### config.mk
export PLATFORM = sky130hd
export DESIGN_NAME = pci_win_xlate
export DESIGN_NICKNAME = d
export VERILOG_FILES = /design/src/rtl/pcix_pkg.sv /design/src/rtl/pcix_map_reg.sv /design/src/rtl/pcix_win_decode.sv /design/src/rtl/pcix_compose.sv /design/src/rtl/pci_win_xlate.sv
export SDC_FILE = /design/constraint.sdc
export NUM_CORES = 1
export LEC_CHECK = 0
export CAP_MARGIN = 40
export CORE_MARGIN = 3
export CORE_UTILIZATION = 37
export DETAILED_ROUTE_END_ITERATION = 6
export PLACE_DENSITY = 0.89
export SLEW_MARGIN = 20
export SYNTH_ARGS = -nofsm -noshare
export SYNTH_HDL_FRONTEND = slang
export SYNTH_SLANG_ARGS = --single-unit
### constraint.sdc
create_clock -name clk -period 1.4 [get_ports clk]
set_input_delay 0.28 -clock clk [delete_from_list [all_inputs] [get_ports clk]]
set_output_delay 0.28 -clock clk [all_outputs]
set_load 0.03 [all_outputs]
### src/rtl/pcix_pkg.sv
package pcix_pkg;
  // Defaults shared by the translator and its checker
  localparam int unsigned DEF_ADDR_W   = 32;
  localparam int unsigned DEF_WIN_BITS = 26;            // 64 MB windows
  localparam int unsigned DEF_NUM_WIN  = 3;
  localparam logic [31:0] DEF_BASE     = 32'h1000_0000; // first window
endpackage

### src/rtl/pcix_map_reg.sv
module pcix_map_reg #(
  parameter int unsigned ADDR_W  = 32,
  parameter int unsigned FIELD_W = 6,
  parameter int unsigned NUM_WIN = 3,
  localparam int unsigned REG_W  = NUM_WIN * FIELD_W + 1
) (
  input  logic              clk,
  input  logic              rst,
  input  logic              we,
  input  logic [ADDR_W-1:0] wdata,
  output logic [REG_W-1:0]  map_q,
  output logic [ADDR_W-1:0] rdata,
  output logic              flag
);
  always_ff @(posedge clk) begin
    if (rst)     map_q <= '0;
    else if (we) map_q <= wdata[REG_W-1:0];
  end

  assign rdata = {{(ADDR_W-REG_W){1'b0}}, map_q};
  assign flag  = map_q[REG_W-1];
endmodule

### src/rtl/pcix_win_decode.sv
module pcix_win_decode #(
  parameter int unsigned ADDR_W   = 32,
  parameter int unsigned WIN_BITS = 26,
  parameter int unsigned NUM_WIN  = 3,
  parameter logic [ADDR_W-1:0] BASE = 32'h1000_0000,
  localparam int unsigned TOP_W   = ADDR_W - WIN_BITS,
  localparam int unsigned IDX_W   = (NUM_WIN > 1) ? $clog2(NUM_WIN) : 1
) (
  input  logic [ADDR_W-1:0] addr,
  output logic              hit,
  output logic [IDX_W-1:0]  idx
);
  localparam logic [TOP_W-1:0] BASE_TOP = BASE[ADDR_W-1:WIN_BITS];

  logic [NUM_WIN-1:0] hit_vec;

  for (genvar n = 0; n < NUM_WIN; n++) begin : g_win
    assign hit_vec[n] = (addr[ADDR_W-1:WIN_BITS] == BASE_TOP + TOP_W'(n));
  end

  always_comb begin
    idx = '0;
    for (int n = 0; n < NUM_WIN; n++) begin
      if (hit_vec[n]) idx = IDX_W'(n);
    end
  end

  assign hit = |hit_vec;
endmodule

### src/rtl/pcix_compose.sv
module pcix_compose #(
  parameter int unsigned ADDR_W   = 32,
  parameter int unsigned WIN_BITS = 26,
  parameter int unsigned NUM_WIN  = 3,
  localparam int unsigned FIELD_W = ADDR_W - WIN_BITS,
  localparam int unsigned REG_W   = NUM_WIN * FIELD_W + 1,
  localparam int unsigned IDX_W   = (NUM_WIN > 1) ? $clog2(NUM_WIN) : 1
) (
  input  logic [ADDR_W-1:0] addr,
  input  logic              hit,
  input  logic [IDX_W-1:0]  idx,
  input  logic [REG_W-1:0]  map_q,
  output logic [ADDR_W-1:0] xaddr
);
  logic [FIELD_W-1:0] fld [NUM_WIN];
  logic [FIELD_W-1:0] sel;

  for (genvar n = 0; n < NUM_WIN; n++) begin : g_fld
    assign fld[n] = map_q[n*FIELD_W +: FIELD_W];
  end

  always_comb begin
    sel = '0;
    for (int n = 0; n < NUM_WIN; n++) begin
      if (idx == IDX_W'(n)) sel = fld[n];
    end
  end

  assign xaddr = hit ? {sel, addr[WIN_BITS-1:0]} : addr;
endmodule

### src/rtl/pci_win_xlate.sv
module pci_win_xlate
  import pcix_pkg::*;
#(
  parameter int unsigned ADDR_W   = DEF_ADDR_W,
  parameter int unsigned WIN_BITS = DEF_WIN_BITS,
  parameter int unsigned NUM_WIN  = DEF_NUM_WIN,
  parameter logic [ADDR_W-1:0] BASE = DEF_BASE,
  localparam int unsigned FIELD_W = ADDR_W - WIN_BITS,
  localparam int unsigned REG_W   = NUM_WIN * FIELD_W + 1,
  localparam int unsigned IDX_W   = (NUM_WIN > 1) ? $clog2(NUM_WIN) : 1
) (
  input  logic              clk,
  input  logic              rst,
  input  logic              cfg_we,
  input  logic [ADDR_W-1:0] cfg_wdata,
  output logic [ADDR_W-1:0] cfg_rdata,
  output logic              map_flag,
  input  logic              req_valid,
  input  logic [ADDR_W-1:0] req_addr,
  output logic              rsp_valid,
  output logic              rsp_hit,
  output logic [IDX_W-1:0]  rsp_win,
  output logic [ADDR_W-1:0] rsp_addr
);
  logic [REG_W-1:0]  map_q;
  logic              dec_hit;
  logic [IDX_W-1:0]  dec_idx;
  logic [ADDR_W-1:0] xaddr;

  pcix_map_reg #(.ADDR_W(ADDR_W), .FIELD_W(FIELD_W), .NUM_WIN(NUM_WIN)) u_map (
    .clk(clk), .rst(rst), .we(cfg_we), .wdata(cfg_wdata),
    .map_q(map_q), .rdata(cfg_rdata), .flag(map_flag)
  );

  pcix_win_decode #(.ADDR_W(ADDR_W), .WIN_BITS(WIN_BITS), .NUM_WIN(NUM_WIN),
                    .BASE(BASE)) u_dec (
    .addr(req_addr), .hit(dec_hit), .idx(dec_idx)
  );

  pcix_compose #(.ADDR_W(ADDR_W), .WIN_BITS(WIN_BITS), .NUM_WIN(NUM_WIN)) u_cmp (
    .addr(req_addr), .hit(dec_hit), .idx(dec_idx), .map_q(map_q), .xaddr(xaddr)
  );

  always_ff @(posedge clk) begin
    if (rst) begin
      rsp_valid <= 1'b0;
      rsp_hit   <= 1'b0;
      rsp_win   <= '0;
      rsp_addr  <= '0;
    end else begin
      rsp_valid <= req_valid;
      rsp_hit   <= req_valid & dec_hit;
      if (req_valid) begin
        rsp_addr <= xaddr;
        rsp_win  <= dec_hit ? dec_idx : '0;
      end
    end
  end
endmodule

After elaboration in Yosys (flattened, before gate mapping)
Index checks and enable logic that the tools add are counted.
{"block": "word_totals", "output_inout_bits": 69, "word_cells": 20, "ff_bits": 55, "in_bits": 68}
{"block": "classes", "mux": 7, "eq_ne": 5, "bitwise_logic": 1, "n_reduce_logical": 2}
{"cell": "$mux W32", "n": 1}
{"cell": "$eq A6 B3 Y1 const B", "n": 3}
{"cell": "$mux W6", "n": 3}
{"cell": "$mux W2", "n": 2}
{"cell": "$reduce_or A3 Y1", "n": 1}
{"cell": "$eq A2 B1 Y1 const B", "n": 1}
{"cell": "$eq A2 B2 Y1 const B", "n": 1}
{"cell": "$logic_not A2 Y1", "n": 1}
{"cell": "$and A1 B1 Y1", "n": 1}
{"cell": "$mux W1", "n": 1}

Longest topological paths before layout
{"block": "depth", "word_depth": 8, "mapped_depth": 4, "mapped_depth_nobuf": 3}

Modules after synthesis
From an unflattened synthesis, not the netlist that was laid out.
{"block": "hier_totals", "hier_cells": 268, "area_unflattened_um2": 2680.1}
{"mod": "pci_win_xlate", "cells_per_inst": 116, "seq_area_each_um2": 720.7, "area_each_um2": 1296.2, "n_inst": 1}
{"mod": "pcix_map_reg", "cells_per_inst": 95, "seq_area_each_um2": 380.4, "area_each_um2": 934.6, "n_inst": 1}
{"mod": "pcix_compose", "cells_per_inst": 53, "seq_area_each_um2": 0.0, "area_each_um2": 405.4, "n_inst": 1}
{"mod": "pcix_win_decode", "cells_per_inst": 4, "seq_area_each_um2": 0.0, "area_each_um2": 43.8, "n_inst": 1}

Worst setup path before layout
OpenSTA, ideal clock, no wires.
{"block": "synth_path", "path_kind": "input to register", "from": "in req_addr[30]", "to": "reg rsp_addr[27]", "slack_ps": 110, "t_required_ps": 1269, "cell_stages": 3, "setup_ps": 131, "n_path_buf": 0, "arrival_ps": 1159, "path_cell_list": "or4b_4 -> o311ai_2 -> o32ai_1"}
{"block": "synth_via", "elab_chain_cells": 8, "elab_cells_between_ends": 13, "classes_between": "eq/ne: 5; mux: 6; reduce/logical: 2"}
{"element": "start: declaration", "line": "pci_win_xlate.sv:19", "rtl": "input logic [ADDR_W-1:0] req_addr,"}
{"element": "$eq A6 B3 Y1", "line": "pcix_win_decode.sv:18", "rtl": "assign hit_vec[n] = (addr[ADDR_W-1:WIN_BITS] == BASE_TOP + TOP_W'(n));"}
{"element": "$mux W1", "line": "pcix_win_decode.sv:24", "rtl": "if (hit_vec[n]) idx = IDX_W'(n);"}
{"element": "$mux W2", "line": "pcix_win_decode.sv:24"}
{"element": "$logic_not A2 Y1", "line": "pcix_compose.sv:25", "rtl": "if (idx == IDX_W'(n)) sel = fld[n];"}
{"element": "$mux W6 (3 in series)", "line": "pcix_compose.sv:25"}
{"element": "$mux W32 (*)", "line": "pcix_compose.sv:29", "rtl": "assign xaddr = hit ? {sel, addr[WIN_BITS-1:0]} : addr;"}
{"element": "end signal: assignment", "line": "pci_win_xlate.sv:54", "rtl": "rsp_addr <= xaddr;"}
{"element": "end: declaration", "line": "pci_win_xlate.sv:23", "rtl": "output logic [ADDR_W-1:0] rsp_addr"}
Every way passes the cells marked *; elsewhere a longest branch is shown, timed or not.
A chain may end at the register's enable or synchronous reset.

Worst setup path after layout
{"block": "layout_path", "from": "reg u_map.map_q[1]", "to": "out cfg_rdata[1]"}
{"element": "start: declaration", "line": "pcix_map_reg.sv:11", "rtl": "output logic [REG_W-1:0] map_q,"}
{"element": "start signal: assignment", "line": "pcix_map_reg.sv:17", "rtl": "else if (we) map_q <= wdata[REG_W-1:0];"}
{"element": "end: declaration", "line": "pci_win_xlate.sv:16", "rtl": "output logic [ADDR_W-1:0] cfg_rdata,"}
No word-level cell between the ends.

==> impl_metrics.yaml <==
die:
  rows: 27
  start_util_pct: 39.6
  dieWidth_um: 83.9
  fp.dieH_um: 83.9
  core_um2: 5680
  io_pins: 137
  die-area_um2: 7040
final_layout:
  syn_to_final_growth_pct: 58.3
  fin_util_pct: 62.6
  nNetsFinal: 409
  drive_gt1_share_pct: 13.5
  multi_input_area_um2: 1040
  register_area_um2: 1100
  fill_cells: 513
  n_antenna_cell: 0
logic_synthesis:
  synth_seq_cells: 55
  synth_warnings: 0
  ys_types: 31
  syn_inst: 219
  mappedNetlistArea_um2: 2240
  postSynthAreaPerCell_um2: 10.2
  ys_seq_area_share_pct: 49.1
power_and_ir_drop:
  power.leakage_nw: 1.74
  switching_share_pct: 28.9
  internal_power_w: 0.00243
  vdd_drop_max_v: 0.000526
  power_density_nw_per_um2: 961
  p_seq_share_pct: 49.9
  p_sw_w: 0.000986
  total_power_w: 0.00341
  clkPwrFrac_pct: 26.0
  combPwrFrac_pct: 24.1
route:
  highest_layer: "met4"
  m1WireLength_mm: 2.35
  ant_nets: 0
  drc_errors: 0
  via_count: 1974
  routedWlPerCell_um: 14.2
  first_pass_iters: 4
  wl_met3_um: 400
  met2WireLength_mm: 3.03
  drt-initial-drc-count: 48
  wirelength_mm: 5.86
  viasPerCell: 4.77
clock_network:
  clock_latency_ns: 0.30
  cts_sinks: 55
  cts_buffer_depth: 2
  cts_tree: "done"
  cts_made_buffers: 5
  cts_htree_levels: 2
  clk_pin_slew_ns: 0.09
  postCtsHoldBufs: 0
  cts-root-buf: "clkbuf_8"
timing:
  fmax_ghz: 0.738
  period_minus_slack_ns: 1.35
  layout_setup_ws_ns: 0.0453
  grt_setup_unrepaired: "no"
  setup_viol: 0
  fin_tns_setup_ns: 0
  slew_violations: 0
  holdWs_ns: 0.238
  fin_crit_sh_pct: 96.8
  hold_violations: 0
  skew_ns: 0.00306
setup_path:
  cpPeakStageDelay_ns: 0.39
  cp-start-kind: "register"
  critPathRequiredTime_ns: 1.12
  crit_type: "reg2out"
  end_kind: "output port"
  cpMaxStageDelayCell: "clkdlybuf4s15_1"
  worst-path-buf-inv: 1
  cp_max_fo: 3
  crit_arrival_ns: 1.07
  crit_family: "buffers and inverters"
  path_cells: "clkdlybuf4s15_1"
global_routing:
  grt_antenna_before_repair: 0
  grt_pass1_vias: 2016
  grt_pass1_wl_mm: 9.80
  grt_start_max_net_pins: 22
  grt-ovfl-total: 0
  grt_use_total_pct: 16.9
place:
  place_hpwl_mm: 4.61
  gp_congestion: 0.768
  portBuffers: 110
  place_ws_ns: -0.399
outcome:
  outcome: "finished clean"
flow_run:
  drv_cap: 0
hold_path:
  min_path_type: "in2reg"
[logic make-up after synthesis]
| group | share of synthesized area, % |
|---|---|
| compound gates | 6.13 |
| buf+inv | 7.58 |
| flops | 49.1 |
| mux | 22.6 |
| other cells | 0.167 |
| simple gates | 14.5 |
[sequential cells by signal, indices dropped and copies added (netlist names)]
register and flops:
rsp_hit 1, u_map.map_q 19, rsp_win 2, rsp_valid 1
rsp_addr 32
[cells in the final DEF, fill, tap and decap left out, types with 5 or more instances in the layout]
master | netlist | final
clkdlybuf4s15_1 | 0 | 8
dfxtp_1 | 55 | 55
mux2i_1 | 45 | 45
clkdlybuf4s50_1 | 0 | 47
nand2b_1 | 8 | 8
clkbuf_8 | 0 | 6
mux2_2 | 5 | 5
dlygate4sd2_1 | 0 | 46
conb_1 | 1 | 13
nor2_1 | 46 | 46
buf_4 | 14 | 17
[synth_stat cells]
master | instances | share of area, %
a21oi_1 | 3 | 0.67
a221oi_1 | 3 | 1.2
a311oi_2 | 1 | 0.67
a31oi_1 | 1 | 0.28
and2_1 | 1 | 0.28
and3_1 | 1 | 0.28
buf_1 | 2 | 0.33
buf_2 | 7 | 1.6
buf_4 | 14 | 4.7
clkbuf_1 | 4 | 0.67
conb_1 | 1 | 0.17
dfxtp_1 | 55 | 49
inv_1 | 2 | 0.33
mux2_2 | 5 | 2.5
mux2i_1 | 45 | 20
nand2_1 | 2 | 0.33
nand2b_1 | 8 | 2.2
nand3_1 | 1 | 0.22
nand4_1 | 1 | 0.28
nor2_1 | 46 | 7.7
nor2b_1 | 2 | 0.56
nor3_1 | 3 | 0.67
nor4b_4 | 1 | 1.1
o221ai_1 | 1 | 0.39
o221ai_2 | 1 | 0.67
o22ai_1 | 3 | 0.84
o311ai_2 | 1 | 0.72
o31ai_1 | 1 | 0.33
o32ai_1 | 1 | 0.39
or3_1 | 1 | 0.28
or4b_4 | 1 | 0.61
[timing repair]
item	4_1_cts	5_1_grt
gates cloned	0	0
endpoints found under the setup margin	59	18
pin swaps	3	4
buffers inserted	0	0
resized for setup	60	19
[stage by stage]
| stage | instance area (um2) | std cells |
|---|---|---|
| final | 3550 | 414 |
| after global routing | 3550 | 414 |
| after CTS | 3540 | 414 |
| after detailed placement | 3490 | 406 |
| after global placement | 3490 | 406 |
| after floorplan | 2290 | 231 |
[power by group through the flow]
| stage | sequential, W | combinational, W | clock, W |
|---|---|---|---|
| 6_report | 0.00170 | 0.000821 | 0.000889 |
| 5_1_grt | 0.00172 | 0.000875 | 0.000988 |
| 4_1_cts | 0.00170 | 0.000825 | 0.000925 |
| 3_5_place_dp | 0.00174 | 0.000880 | 0 |
| 3_3_place_gp | 0.00174 | 0.000864 | 0 |
| 2_1_floorplan | 0.00192 | 0.000301 | 0 |
[area by class of cell]
type                    count  share of cell area (%)
inverters                   2                   0.211
repair buffers            130                    34.2
multi-input cells         147                    29.4
clock buffers               7                    2.43
clock inverters             1                   0.246
flip-flops and latches     55                    31.0
well taps                  72                    2.54
[routing by layer]
| layer | vias to the layer above | GRT usage (%) |
|---|---|---|
| met5 | - | 0 |
| met4 | 0 | 5.12 |
| met3 | 10 | 5.33 |
| met2 | 72 | 28.9 |
| met1 | 926 | 20.1 |
| li1 | 966 | - |
[worst paths after layout]
| path | from | end | slack [ns] | cells past startpoint |
|---|---|---|---|---|
| setup / recovery | u_map.map_q[1]$_SDFFE_PP0P_ | cfg_rdata[1] | 0.05 | 1 |
| hold / removal | rst | rsp_valid$_SDFF_PP0_ | 0.24 | 2 |
| setup reg to reg | u_map.map_q[1]$_SDFFE_PP0P_ | rsp_addr[27]$_SDFFE_PP0P_ | 0.33 | 3 |
| hold reg to reg | rsp_win[0]$_SDFFE_PP0P_ | rsp_win[0]$_SDFFE_PP0P_ | 0.48 | 2 |
(Power assumes the default switching activity.)
